`src/rtl/dma4_pkg.sv`:
```
`timescale 1ns/1ps
package dma4_pkg;
    localparam int DEF_NCH  = 4;
    localparam int DEF_AW   = 16;
    localparam int DEF_DW   = 8;
    localparam int DEF_BLKW = 16;
    localparam int DEF_REPW = 8;

    typedef enum logic [1:0] {
        TRG_SW   = 2'd0,
        TRG_PER  = 2'd1,
        TRG_EVT  = 2'd2,
        TRG_NONE = 2'd3
    } trig_sel_e;

    typedef enum logic [1:0] {
        ENG_IDLE = 2'd0,
        ENG_RD   = 2'd1,
        ENG_WR   = 2'd2
    } eng_state_e;

    function automatic logic [3:0] burst_bytes(input logic [1:0] code);
        return 4'd1 << code;
    endfunction

    // burst length does not divide the block size (size 0 = 2^BLKW always fits)
    function automatic logic burst_misfit(input logic [1:0] code, input logic [15:0] blk);
        logic [15:0] mask;
        mask = 16'(burst_bytes(code)) - 16'd1;
        return (blk & mask) != 16'd0;
    endfunction
endpackage

```
`src/rtl/dma4_chan.sv`:
```
`timescale 1ns/1ps
module dma4_chan
    import dma4_pkg::*;
#(
    parameter int BLKW = DEF_BLKW,
    parameter int REPW = DEF_REPW
) (
    input  logic            clk,
    input  logic            rst,
    input  logic            en,
    input  logic [1:0]      burst_code,
    input  logic [BLKW-1:0] blk,
    input  logic [REPW-1:0] rep,
    input  logic [1:0]      sel,
    input  logic            done_ie,
    input  logic            err_ie,
    input  logic            sw_trig,
    input  logic            per_req,
    input  logic            evt_in,
    input  logic            grant,
    input  logic            byte_done,
    output logic            busy,
    output logic            pending,
    output logic [BLKW-1:0] idx,
    output logic            irq_done,
    output logic            irq_err
);
    localparam int CNTW = BLKW + 1;

    logic            en_q;
    logic [REPW-1:0] blocks;
    logic [CNTW-1:0] blk_bytes;
    logic            en_rise, trig, last_byte, last_block, misfit;

    assign en_rise    = en && !en_q;
    assign blk_bytes  = (blk == '0) ? (CNTW'(1) << BLKW) : {1'b0, blk};
    assign last_byte  = ({1'b0, idx} + CNTW'(1)) == blk_bytes;
    assign last_block = (rep != '0) && ((blocks + REPW'(1)) == rep);
    assign misfit     = burst_misfit(burst_code, 16'(blk));

    always_comb begin
        case (trig_sel_e'(sel))
            TRG_SW:  trig = sw_trig;
            TRG_PER: trig = per_req;
            TRG_EVT: trig = evt_in;
            default: trig = 1'b0;
        endcase
    end

    always_ff @(posedge clk) begin
        if (rst) begin
            en_q     <= 1'b0;
            busy     <= 1'b0;
            pending  <= 1'b0;
            idx      <= '0;
            blocks   <= '0;
            irq_done <= 1'b0;
            irq_err  <= 1'b0;
        end else begin
            en_q <= en;
            if (!en) begin
                busy     <= 1'b0;
                pending  <= 1'b0;
                idx      <= '0;
                blocks   <= '0;
                irq_done <= 1'b0;
                irq_err  <= 1'b0;
            end else if (en_rise) begin
                idx      <= '0;
                blocks   <= '0;
                pending  <= 1'b0;
                irq_done <= 1'b0;
                busy     <= !misfit;
                irq_err  <= misfit && err_ie;
            end else if (busy) begin
                if (trig)       pending <= 1'b1;
                else if (grant) pending <= 1'b0;
                if (byte_done) begin
                    if (last_byte) begin
                        idx <= '0;
                        if (last_block) begin
                            busy     <= 1'b0;
                            pending  <= 1'b0;
                            irq_done <= done_ie;
                        end else begin
                            blocks <= blocks + REPW'(1);
                        end
                    end else begin
                        idx <= idx + BLKW'(1);
                    end
                end
            end
        end
    end
endmodule

```
`src/rtl/dma4_arb.sv`:
```
`timescale 1ns/1ps
module dma4_arb #(
    parameter int NCH = 4,
    localparam int CW = (NCH > 1) ? $clog2(NCH) : 1
) (
    input  logic           clk,
    input  logic           rst,
    input  logic           rr_mode,
    input  logic [NCH-1:0] req,
    input  logic           take,
    output logic           gnt_valid,
    output logic [CW-1:0]  gnt_idx
);
    logic [CW-1:0] last;
    int            start;

    assign start = rr_mode ? ((int'(last) + 1) % NCH) : 0;

    always_comb begin
        gnt_valid = 1'b0;
        gnt_idx   = '0;
        for (int k = 0; k < NCH; k++) begin
            if (!gnt_valid && req[(start + k) % NCH]) begin
                gnt_valid = 1'b1;
                gnt_idx   = CW'((start + k) % NCH);
            end
        end
    end

    always_ff @(posedge clk) begin
        if (rst)       last <= CW'(NCH - 1);
        else if (take) last <= gnt_idx;
    end
endmodule

```
`src/rtl/dma4_engine.sv`:
```
`timescale 1ns/1ps
module dma4_engine
    import dma4_pkg::*;
#(
    parameter int NCH = 4,
    parameter int AW  = DEF_AW,
    parameter int DW  = DEF_DW,
    localparam int CW = (NCH > 1) ? $clog2(NCH) : 1
) (
    input  logic          clk,
    input  logic          rst,
    input  logic          cpu_busy,
    input  logic          gnt_valid,
    input  logic [CW-1:0] gnt_idx,
    input  logic [1:0]    cur_burst,
    input  logic          cur_alive,
    input  logic [AW-1:0] rd_addr,
    input  logic [AW-1:0] wr_addr,
    input  logic [DW-1:0] rdata,
    output logic          take,
    output logic [CW-1:0] cur_ch,
    output logic          bus_re,
    output logic          bus_we,
    output logic [AW-1:0] bus_addr,
    output logic [DW-1:0] wdata,
    output logic          byte_done
);
    eng_state_e    state;
    logic [2:0]    beat;
    logic [DW-1:0] hold;
    logic          last_beat;

    assign last_beat = beat == 3'(burst_bytes(cur_burst) - 4'd1);
    assign take      = (state == ENG_IDLE) && gnt_valid;
    assign bus_re    = (state == ENG_RD) && !cpu_busy && cur_alive;
    assign bus_we    = (state == ENG_WR) && !cpu_busy;
    assign byte_done = bus_we;
    assign bus_addr  = (state == ENG_WR) ? wr_addr : rd_addr;
    assign wdata     = hold;

    always_ff @(posedge clk) begin
        if (rst) begin
            state  <= ENG_IDLE;
            beat   <= '0;
            hold   <= '0;
            cur_ch <= '0;
        end else begin
            case (state)
                ENG_IDLE: if (gnt_valid) begin
                    cur_ch <= gnt_idx;
                    beat   <= '0;
                    state  <= ENG_RD;
                end
                ENG_RD: begin
                    if (!cur_alive) begin
                        state <= ENG_IDLE;
                    end else if (!cpu_busy) begin
                        hold  <= rdata;
                        state <= ENG_WR;
                    end
                end
                ENG_WR: if (!cpu_busy) begin
                    if (last_beat) begin
                        state <= ENG_IDLE;
                    end else begin
                        beat  <= beat + 3'd1;
                        state <= ENG_RD;
                    end
                end
                default: state <= ENG_IDLE;
            endcase
        end
    end
endmodule

```
`src/rtl/dma4_top.sv`:
```
`timescale 1ns/1ps
module dma4_top
    import dma4_pkg::*;
#(
    parameter int NCH  = DEF_NCH,
    parameter int AW   = DEF_AW,
    parameter int DW   = DEF_DW,
    parameter int BLKW = DEF_BLKW,
    parameter int REPW = DEF_REPW
) (
    input  logic              clk,
    input  logic              rst,
    input  logic              rr_mode,
    input  logic              cpu_busy,
    input  logic [NCH-1:0]    ch_en,
    input  logic [NCH*AW-1:0] ch_src,
    input  logic [NCH*AW-1:0] ch_dst,
    input  logic [NCH*2-1:0]  ch_burst,
    input  logic [NCH*BLKW-1:0] ch_blk,
    input  logic [NCH*REPW-1:0] ch_rep,
    input  logic [NCH*2-1:0]  ch_trig_sel,
    input  logic [NCH-1:0]    ch_done_ie,
    input  logic [NCH-1:0]    ch_err_ie,
    input  logic [NCH-1:0]    sw_trig,
    input  logic [NCH-1:0]    per_req,
    input  logic [NCH-1:0]    evt_in,
    input  logic [DW-1:0]     bus_rdata,
    output logic [AW-1:0]     bus_addr,
    output logic              bus_re,
    output logic              bus_we,
    output logic [DW-1:0]     bus_wdata,
    output logic [NCH-1:0]    ch_busy,
    output logic [NCH-1:0]    irq_done,
    output logic [NCH-1:0]    irq_err
);
    localparam int CW = (NCH > 1) ? $clog2(NCH) : 1;

    logic [NCH-1:0]  pend, grant_v, done_v;
    logic [AW-1:0]   src_a [NCH];
    logic [AW-1:0]   dst_a [NCH];
    logic [1:0]      burst_a [NCH];
    logic [BLKW-1:0] idx_a [NCH];
    logic            gnt_valid, take, byte_done;
    logic [CW-1:0]   gnt_idx, cur_ch;

    for (genvar i = 0; i < NCH; i++) begin : g_ch
        assign src_a[i]   = ch_src[i*AW +: AW] + AW'(idx_a[i]);
        assign dst_a[i]   = ch_dst[i*AW +: AW] + AW'(idx_a[i]);
        assign burst_a[i] = ch_burst[i*2 +: 2];
        assign grant_v[i] = take && (gnt_idx == CW'(i));
        assign done_v[i]  = byte_done && (cur_ch == CW'(i));

        dma4_chan #(.BLKW(BLKW), .REPW(REPW)) u_chan (
            .clk        (clk),
            .rst        (rst),
            .en         (ch_en[i]),
            .burst_code (burst_a[i]),
            .blk        (ch_blk[i*BLKW +: BLKW]),
            .rep        (ch_rep[i*REPW +: REPW]),
            .sel        (ch_trig_sel[i*2 +: 2]),
            .done_ie    (ch_done_ie[i]),
            .err_ie     (ch_err_ie[i]),
            .sw_trig    (sw_trig[i]),
            .per_req    (per_req[i]),
            .evt_in     (evt_in[i]),
            .grant      (grant_v[i]),
            .byte_done  (done_v[i]),
            .busy       (ch_busy[i]),
            .pending    (pend[i]),
            .idx        (idx_a[i]),
            .irq_done   (irq_done[i]),
            .irq_err    (irq_err[i])
        );
    end

    dma4_arb #(.NCH(NCH)) u_arb (
        .clk       (clk),
        .rst       (rst),
        .rr_mode   (rr_mode),
        .req       (pend),
        .take      (take),
        .gnt_valid (gnt_valid),
        .gnt_idx   (gnt_idx)
    );

    dma4_engine #(.NCH(NCH), .AW(AW), .DW(DW)) u_eng (
        .clk       (clk),
        .rst       (rst),
        .cpu_busy  (cpu_busy),
        .gnt_valid (gnt_valid),
        .gnt_idx   (gnt_idx),
        .cur_burst (burst_a[cur_ch]),
        .cur_alive (ch_busy[cur_ch]),
        .rd_addr   (src_a[cur_ch]),
        .wr_addr   (dst_a[cur_ch]),
        .rdata     (bus_rdata),
        .take      (take),
        .cur_ch    (cur_ch),
        .bus_re    (bus_re),
        .bus_we    (bus_we),
        .bus_addr  (bus_addr),
        .wdata     (bus_wdata),
        .byte_done (byte_done)
    );
endmodule

```
`config.mk`:
```
export PLATFORM = sky130hd
export DESIGN_NAME = dma4_top
export DESIGN_NICKNAME = d
export VERILOG_FILES = /design/src/rtl/dma4_pkg.sv /design/src/rtl/dma4_chan.sv /design/src/rtl/dma4_arb.sv /design/src/rtl/dma4_engine.sv /design/src/rtl/dma4_top.sv
export SDC_FILE = /design/constraint.sdc
export NUM_CORES = 1
export LEC_CHECK = 0
export BUFFER_PORTS_ARGS = -buffer_cell sky130_fd_sc_hd__buf_2
export CAP_MARGIN = 10
export CORE_ASPECT_RATIO = 0.6
export CORE_MARGIN = 3
export CORE_UTILIZATION = 25
export DETAILED_ROUTE_END_ITERATION = 8
export PLACE_DENSITY = 0.51
export SKIP_LAST_GASP = 1
export SYNTH_ARGS = -nofsm -noshare
export SYNTH_HDL_FRONTEND = slang
export SYNTH_SLANG_ARGS = --single-unit
```
`constraint.sdc`:
```
create_clock -name clk -period 6.61 [get_ports clk]
set_input_delay 1.322 -clock clk [delete_from_list [all_inputs] [get_ports clk]]
set_output_delay 1.322 -clock clk [all_outputs]
set_load 0.05 [all_outputs]
```
==> results of run 1 <==
-- cells in the final DEF (no fill, tap or decap), types with 16 or more instances in the layout --
master | netlist | routed
and2_1 | 18 | 18
a21oi_1 | 170 | 170
xnor2_1 | 135 | 135
xor2_1 | 113 | 113
or4_1 | 16 | 16
nand4_1 | 32 | 32
ha_1 | 129 | 129
a211oi_1 | 27 | 27
a31oi_1 | 26 | 26
nand2b_1 | 22 | 22
clkbuf_16 | 0 | 17
nor3_1 | 59 | 59
nand2_1 | 171 | 171
a21o_1 | 32 | 32
nand3_1 | 81 | 81
or3_1 | 51 | 51
nor2_1 | 135 | 135
inv_1 | 60 | 60
o21ai_0 | 171 | 171
and3_1 | 38 | 38
dfxtp_1 | 133 | 131
nor2b_1 | 28 | 28
buf_4 | 14 | 16
buf_2 | 15 | 313
nor4_1 | 38 | 36
mux2i_1 | 30 | 30
o211ai_1 | 20 | 20
o21a_1 | 30 | 30
mux4_2 | 17 | 17
-- kinds of logic (layout without fill, tap and decap cells) --
logic type      count (synthesis)  after routing  share of synthesized area
compound gates                600            600                      0.237
xor+xnor                      249            249                      0.138
fa+ha+maj                     137            137                      0.112
buf+inv                       156            422                     0.0437
flops                         133            133                      0.168
mux                            48             48                     0.0438
other cells                     0              3                          0
simple gates                  760            760                      0.257
-- path summary, 6_finish.rpt --
| check | from | endpoint |
|---|---|---|
| worst max-delay path | ch_src[32] | bus_addr[12] |
| worst min-delay path | u_eng.wdata[1] | u_eng.wdata[1] |
| worst max register to register | g_ch[2].u_chan.idx[0] | g_ch[2].u_chan.blocks[3] |
| worst min register to register | u_eng.wdata[1] | u_eng.wdata[1] |
-- through the flow --
| step | utilization | setup WS [ns] | hold slack [ns] |
|---|---|---|---|
| floorplan | - | 0.734 | 0.435 |
| finish | 0.303 | 0.722 | 0.461 |
| detailed placement | 0.293 | 0.772 | 0.447 |
| CTS | 0.303 | 0.760 | 0.462 |
| global route | 0.303 | 0.539 | 0.489 |
| global placement | 0.293 | 0.797 | 0.441 |
-- tightest hold or removal path: cells and delay by family, from the launching register on --
kind             cells  cell delay [ns]
flip-flops           1             0.31
AND/OR/NAND/NOR      1             0.05
AO/OA/AOI/OAI        1             0.05
-- cell type report --
class | count | area, µm² | share of cell area
Timing Repair Buffer | 329 | 1690 | 0.0900
Inverter | 61 | 229 | 0.0122
Tap cell | 828 | 1040 | 0.0553
Clock buffer | 18 | 429 | 0.0229
Sequential cell | 133 | 2670 | 0.142
Clock inverter | 14 | 175 | 0.00935
Multi-Input combinational cell | 1794 | 12500 | 0.668
Antenna cell | 3 | 7.51 | 0.000401
-- sequential cells by signal (all words and copies together) (netlist names), 4 cells and up --
| register | flops |
|---|---|
| g_ch.u_chan.blocks | 32 |
| g_ch.u_chan.busy | 4 |
| g_ch.u_chan.en_q | 4 |
| g_ch.u_chan.idx | 64 |
| g_ch.u_chan.irq_done | 4 |
| g_ch.u_chan.irq_err | 4 |
| g_ch.u_chan.pending | 4 |
| u_eng.wdata | 8 |
-- layer usage --
metal,vias up,global-route usage,part of all wire
met2,690,0.298,0.42
met4,8,0.0331,0.012
met3,51,0.0465,0.079
met1,8334,0.300,0.49
li1,8241,-,-
met5,-,0,0.00089
-- where the power goes --
part           switching (µW)  internal, µW
clock network             432           598
logic                     267           178
registers                4.76           805
total                     703          1580
==> metrics.yaml, run 1 <==
holdPathStages: 2
nFillCells: 6691
io_pins: 314
path_class: "primary input to output pin"
antenna_found_initial: 10
synth_area_leaders: "dfxtp_1, ha_1, xnor2_1"
min_period_ns: 5.89
die_area_mm2: 0.0665
rsz0062_at_grt: "false"
area_growth_pct: 18.3
status: "finished, final reports clean"
ff2ff_setup_slack_ns: 2.51
vias_per_cell: 5.45
synth-seq-cells: 133
finalNetCount: 2749
yosys.area.top_type_share: 0.168
grt_max_degree: 50
syn_area_mm2: 0.0158
setup_viol: 0
finalHoldViolCount: 0
synth_flop_cell: "dfxtp_1"
placedCellCount: 3145
drv_slew: 0
place_hpwl_um: 57700
antenna_left: 0
async_flop_share: 0
numCtsBuffers: 17
syn-mean-instance-area_um2: 7.61
routed_wl_um: 69600
drc: 0
path_buf_inv: 3
dieWidth_um: 331
layout-drive-gt1-share: 0.182
crit_path_start_kind: "primary input"
tightest_slew_ns: 1.10
power.leakage_uw: 0.00759
min_path_type: "flop to flop"
yosys.area.top_type: "dfxtp_1"
finalCritPeriodShare: 0.891
critPathMaxStageDelay_ns: 0.54
cts_root_buffer: "clkbuf_16"
maxCapViolCount: 0
synth_commonest_cells: "nand2_1, o21ai_0, a21oi_1, nor2_1, xnor2_1"
track_usage: 0.202
critical_path_required_ns: 5.29
yosys_warnings: 0
cts-hold-fix-buffers: 0
arrival_ns: 4.57
cp_num_cells: 14
drt_iter0_markers: 1629
floorplan.initialDensity: 0.256
reg2reg_depth: 10
powerDensity_mw_per_mm2: 122
die_h_um: 201
post_cts_resized: 0
critPathTopFamily: "compound AO/OA/AOI/OAI gates"
ir_drop_v: 0.000141
coreArea_mm2: 0.0618
cts_max_level: 4
crit_path_top_delay_cell: "mux2i_1"
portBuffers: 313
fmax_ghz: 0.170
yosysUniqueCellTypes: 90
power_uw: 2280
cts_sinks: 133
cts_tree: "done"
dr.pass1.iters: 5
place_area_mm2: 0.0181
synth-edff-count: 0
clkLatencyLatePin_ns: 0.47
tns_ns: 0
synth_cells: 2083
vias: 17324
clk_pin_slew_ns: 0.06
yosysSeqAreaShare: 0.168
clock_skew_ns: 0.0144
crit_path_max_fanout: 3
syn-num-nets: 2496
wire_per_inst_um: 21.9
postCtsSetupRepairBufs: 0
grt_pass1_vias: 16217
grt_pass1_wl_um: 102000
clockBufferDepth: 2
stdcell_area_mm2: 0.0187
grt_overflow_total: 0
num_rows: 70
cp-end-kind: "output pin"
final_cells: 3180
max_slew_margin: 0.264
place.gp.congestion: 0.936
path_cells: "buf_2, ha_1, inv_1, fa_1, nor2b_1, o31a_1, nor3_1, o31ai_1, a31oi_1, xor2_1, mux2i_1, a21oi_1, mux2i_1, buf_2"
(Power assumes the default switching activity.)
==> run 2: changes to the inputs <==
--- a/config.mk
+++ b/config.mk
@@ -13,3 +13,3 @@
 export DETAILED_ROUTE_END_ITERATION = 8
-export PLACE_DENSITY = 0.51
+export PLACE_DENSITY = 0.38
 export SKIP_LAST_GASP = 1
==> constraint.sdc (replaced) <==
create_clock -name clk -period 6.61 [get_ports clk]
set_input_delay 0.3305 -clock clk [delete_from_list [all_inputs] [get_ports clk]]
set_output_delay 0.3305 -clock clk [all_outputs]
set_load 0.05 [all_outputs]
==> run 2 against run 1 <==
Net effect: sequential share of layout area is essentially flat; non-clock buffer count is 2 lower; die area is the same; largest power group unchanged; clock power is essentially flat; clock skew fell by 0.0019 ns; cell area barely moved; total power rose by 1.3%; via count down 2.8%; combinational power is 0.9% lower; sequential power barely moved.
==> metrics.yaml, run 2 (synthesis results as in run 1) <==
status: "finished, final reports clean"
arrival_ns: 4.36
antenna_left: 0
portBuffers: 313
finalCritPeriodShare: 0.710
layout-drive-gt1-share: 0.182
dr.pass1.iters: 5
place_hpwl_um: 58000
critPathTopFamily: "compound AO/OA/AOI/OAI gates"
cts_tree: "done"
post_cts_resized: 0
power.leakage_uw: 0.00758
postCtsSetupRepairBufs: 0
path_buf_inv: 2
cts_max_level: 4
cpMostUsedCell: "o21ai_0"
finalHoldViolCount: 0
die_area_mm2: 0.0665
routed_wl_um: 69900
holdPathStages: 3
reg2reg_from: "g_ch[0].u_chan.idx[0]"
fmax_ghz: 0.213
finalNetCount: 2747
dp_slack_ns: 2.54
coreArea_mm2: 0.0618
area_growth_pct: 18.2
cts_root_buffer: "clkbuf_16"
floorplan.initialDensity: 0.256
ir_drop_v: 0.000158
drc: 0
largest_register_ffs: 64
grt_pass1_vias: 16033
ff2ff_setup_slack_ns: 2.69
crit_path_top_delay_cell: "dfxtp_1"
grt_max_degree: 51
cts-hold-fix-buffers: 0
reg2reg_depth: 11
grt_pass1_wl_um: 104000
worstSetupStartpoint: "g_ch[3].u_chan.idx[0]"
dieWidth_um: 331
max_slew_margin: 0.211
crit_path_start_kind: "flop"
drt_iter0_markers: 1210
place.gp.congestion: 0.874
cts_sinks: 133
grt_overflow_total: 0
hold_end: "u_eng.wdata[7]"
critPathMaxStageDelay_ns: 0.55
crit_path_max_fanout: 10
maxCapViolCount: 0
clk_pin_slew_ns: 0.08
vias: 16834
worstHoldStart: "bus_rdata[7]"
clockBufferDepth: 2
io_pins: 314
num_rows: 70
antenna_found_initial: 11
r2r-end: "g_ch[0].u_chan.idx[15]"
drv_slew: 0
critical_path_required_ns: 6.28
vias_per_cell: 5.30
cp-end-kind: "output pin"
setup_ws_ns: 1.92
tns_ns: 0
final_cell_mix: "buf_2, nand2_1, o21ai_0"
die_h_um: 201
min_path_type: "primary input to flop"
final_common_cell: "buf_2"
min_period_ns: 4.69
track_usage: 0.206
clkLatencyLatePin_ns: 0.47
rsz0062_at_grt: "false"
setup_viol: 0
regMostFlops: "g_ch.u_chan.idx"
path_cells: "ha_1, inv_1, fa_1, nor2b_1, o31a_1, o21ai_0, o21ai_0, a31oi_1, a2111o_1, a31oi_1, o211ai_1, o21ai_0, buf_2"
numCtsBuffers: 17
path_class: "flop to output pin"
wire_per_inst_um: 22.0
clock_skew_ns: 0.0125
powerDensity_mw_per_mm2: 124
tightest_slew_ns: 1.18
[run 2: metal layers]
layer  vias to the layer above  GRT usage  part of all wire
met5                         -          0            0.0011
met4                        12     0.0384             0.012
met3                        47     0.0409             0.061
met2                       503      0.301              0.42
met1                      8058      0.311              0.51
li1                       8214          -                 -
[run 2: tightest hold or removal path: cells and delay by family]
kind	cells	cell delay, ns
and+or+nand+nor	1	0.04
AOI/OAI and AO/OA	1	0.05
buffers and inverters	1	0.09
[run 2: how the worst max path moves through the flow]
stage / to / slack (ns) / depth (start not counted)
final: bus_addr[14] / 1.92 / 13
after global routing: bus_addr[14] / 1.75 / 13
after CTS: bus_addr[14] / 1.96 / 13
after detailed placement: bus_addr[14] / 2.54 / 13
after global placement: bus_addr[14] / 2.58 / 13
after floorplan: bus_addr[11] / 2.65 / 9
[run 2: power breakdown]
part,switching (µW),internal (µW)
Clock,490,573
Sequential,5.79,804
Combinational,264,177
Total,760,1550
[run 2: cell type report]
class                      count  area [µm²]
fill                        6789       43100
multi-input combinational   1794       12500
sequential                   133        2670
timing repair buffer         327        1670
tap                          828        1040
clock buffer                  17         425
inverter                      61         229
clock inverter                15         180
antenna                        2        5.00
[run 2: stage by stage]
step,power [µW],hold slack (ns),cell area (µm²),utilization,instances
after global routing,2420,0.0652,18700,0.303,3177
final,2310,0.0825,18700,0.303,3177
after floorplan,1050,0.430,15800,-,2083
after detailed placement,1270,0.449,18100,0.293,3143
after CTS,2360,0.0458,18700,0.303,3175
after global placement,1270,0.444,18100,0.293,3143
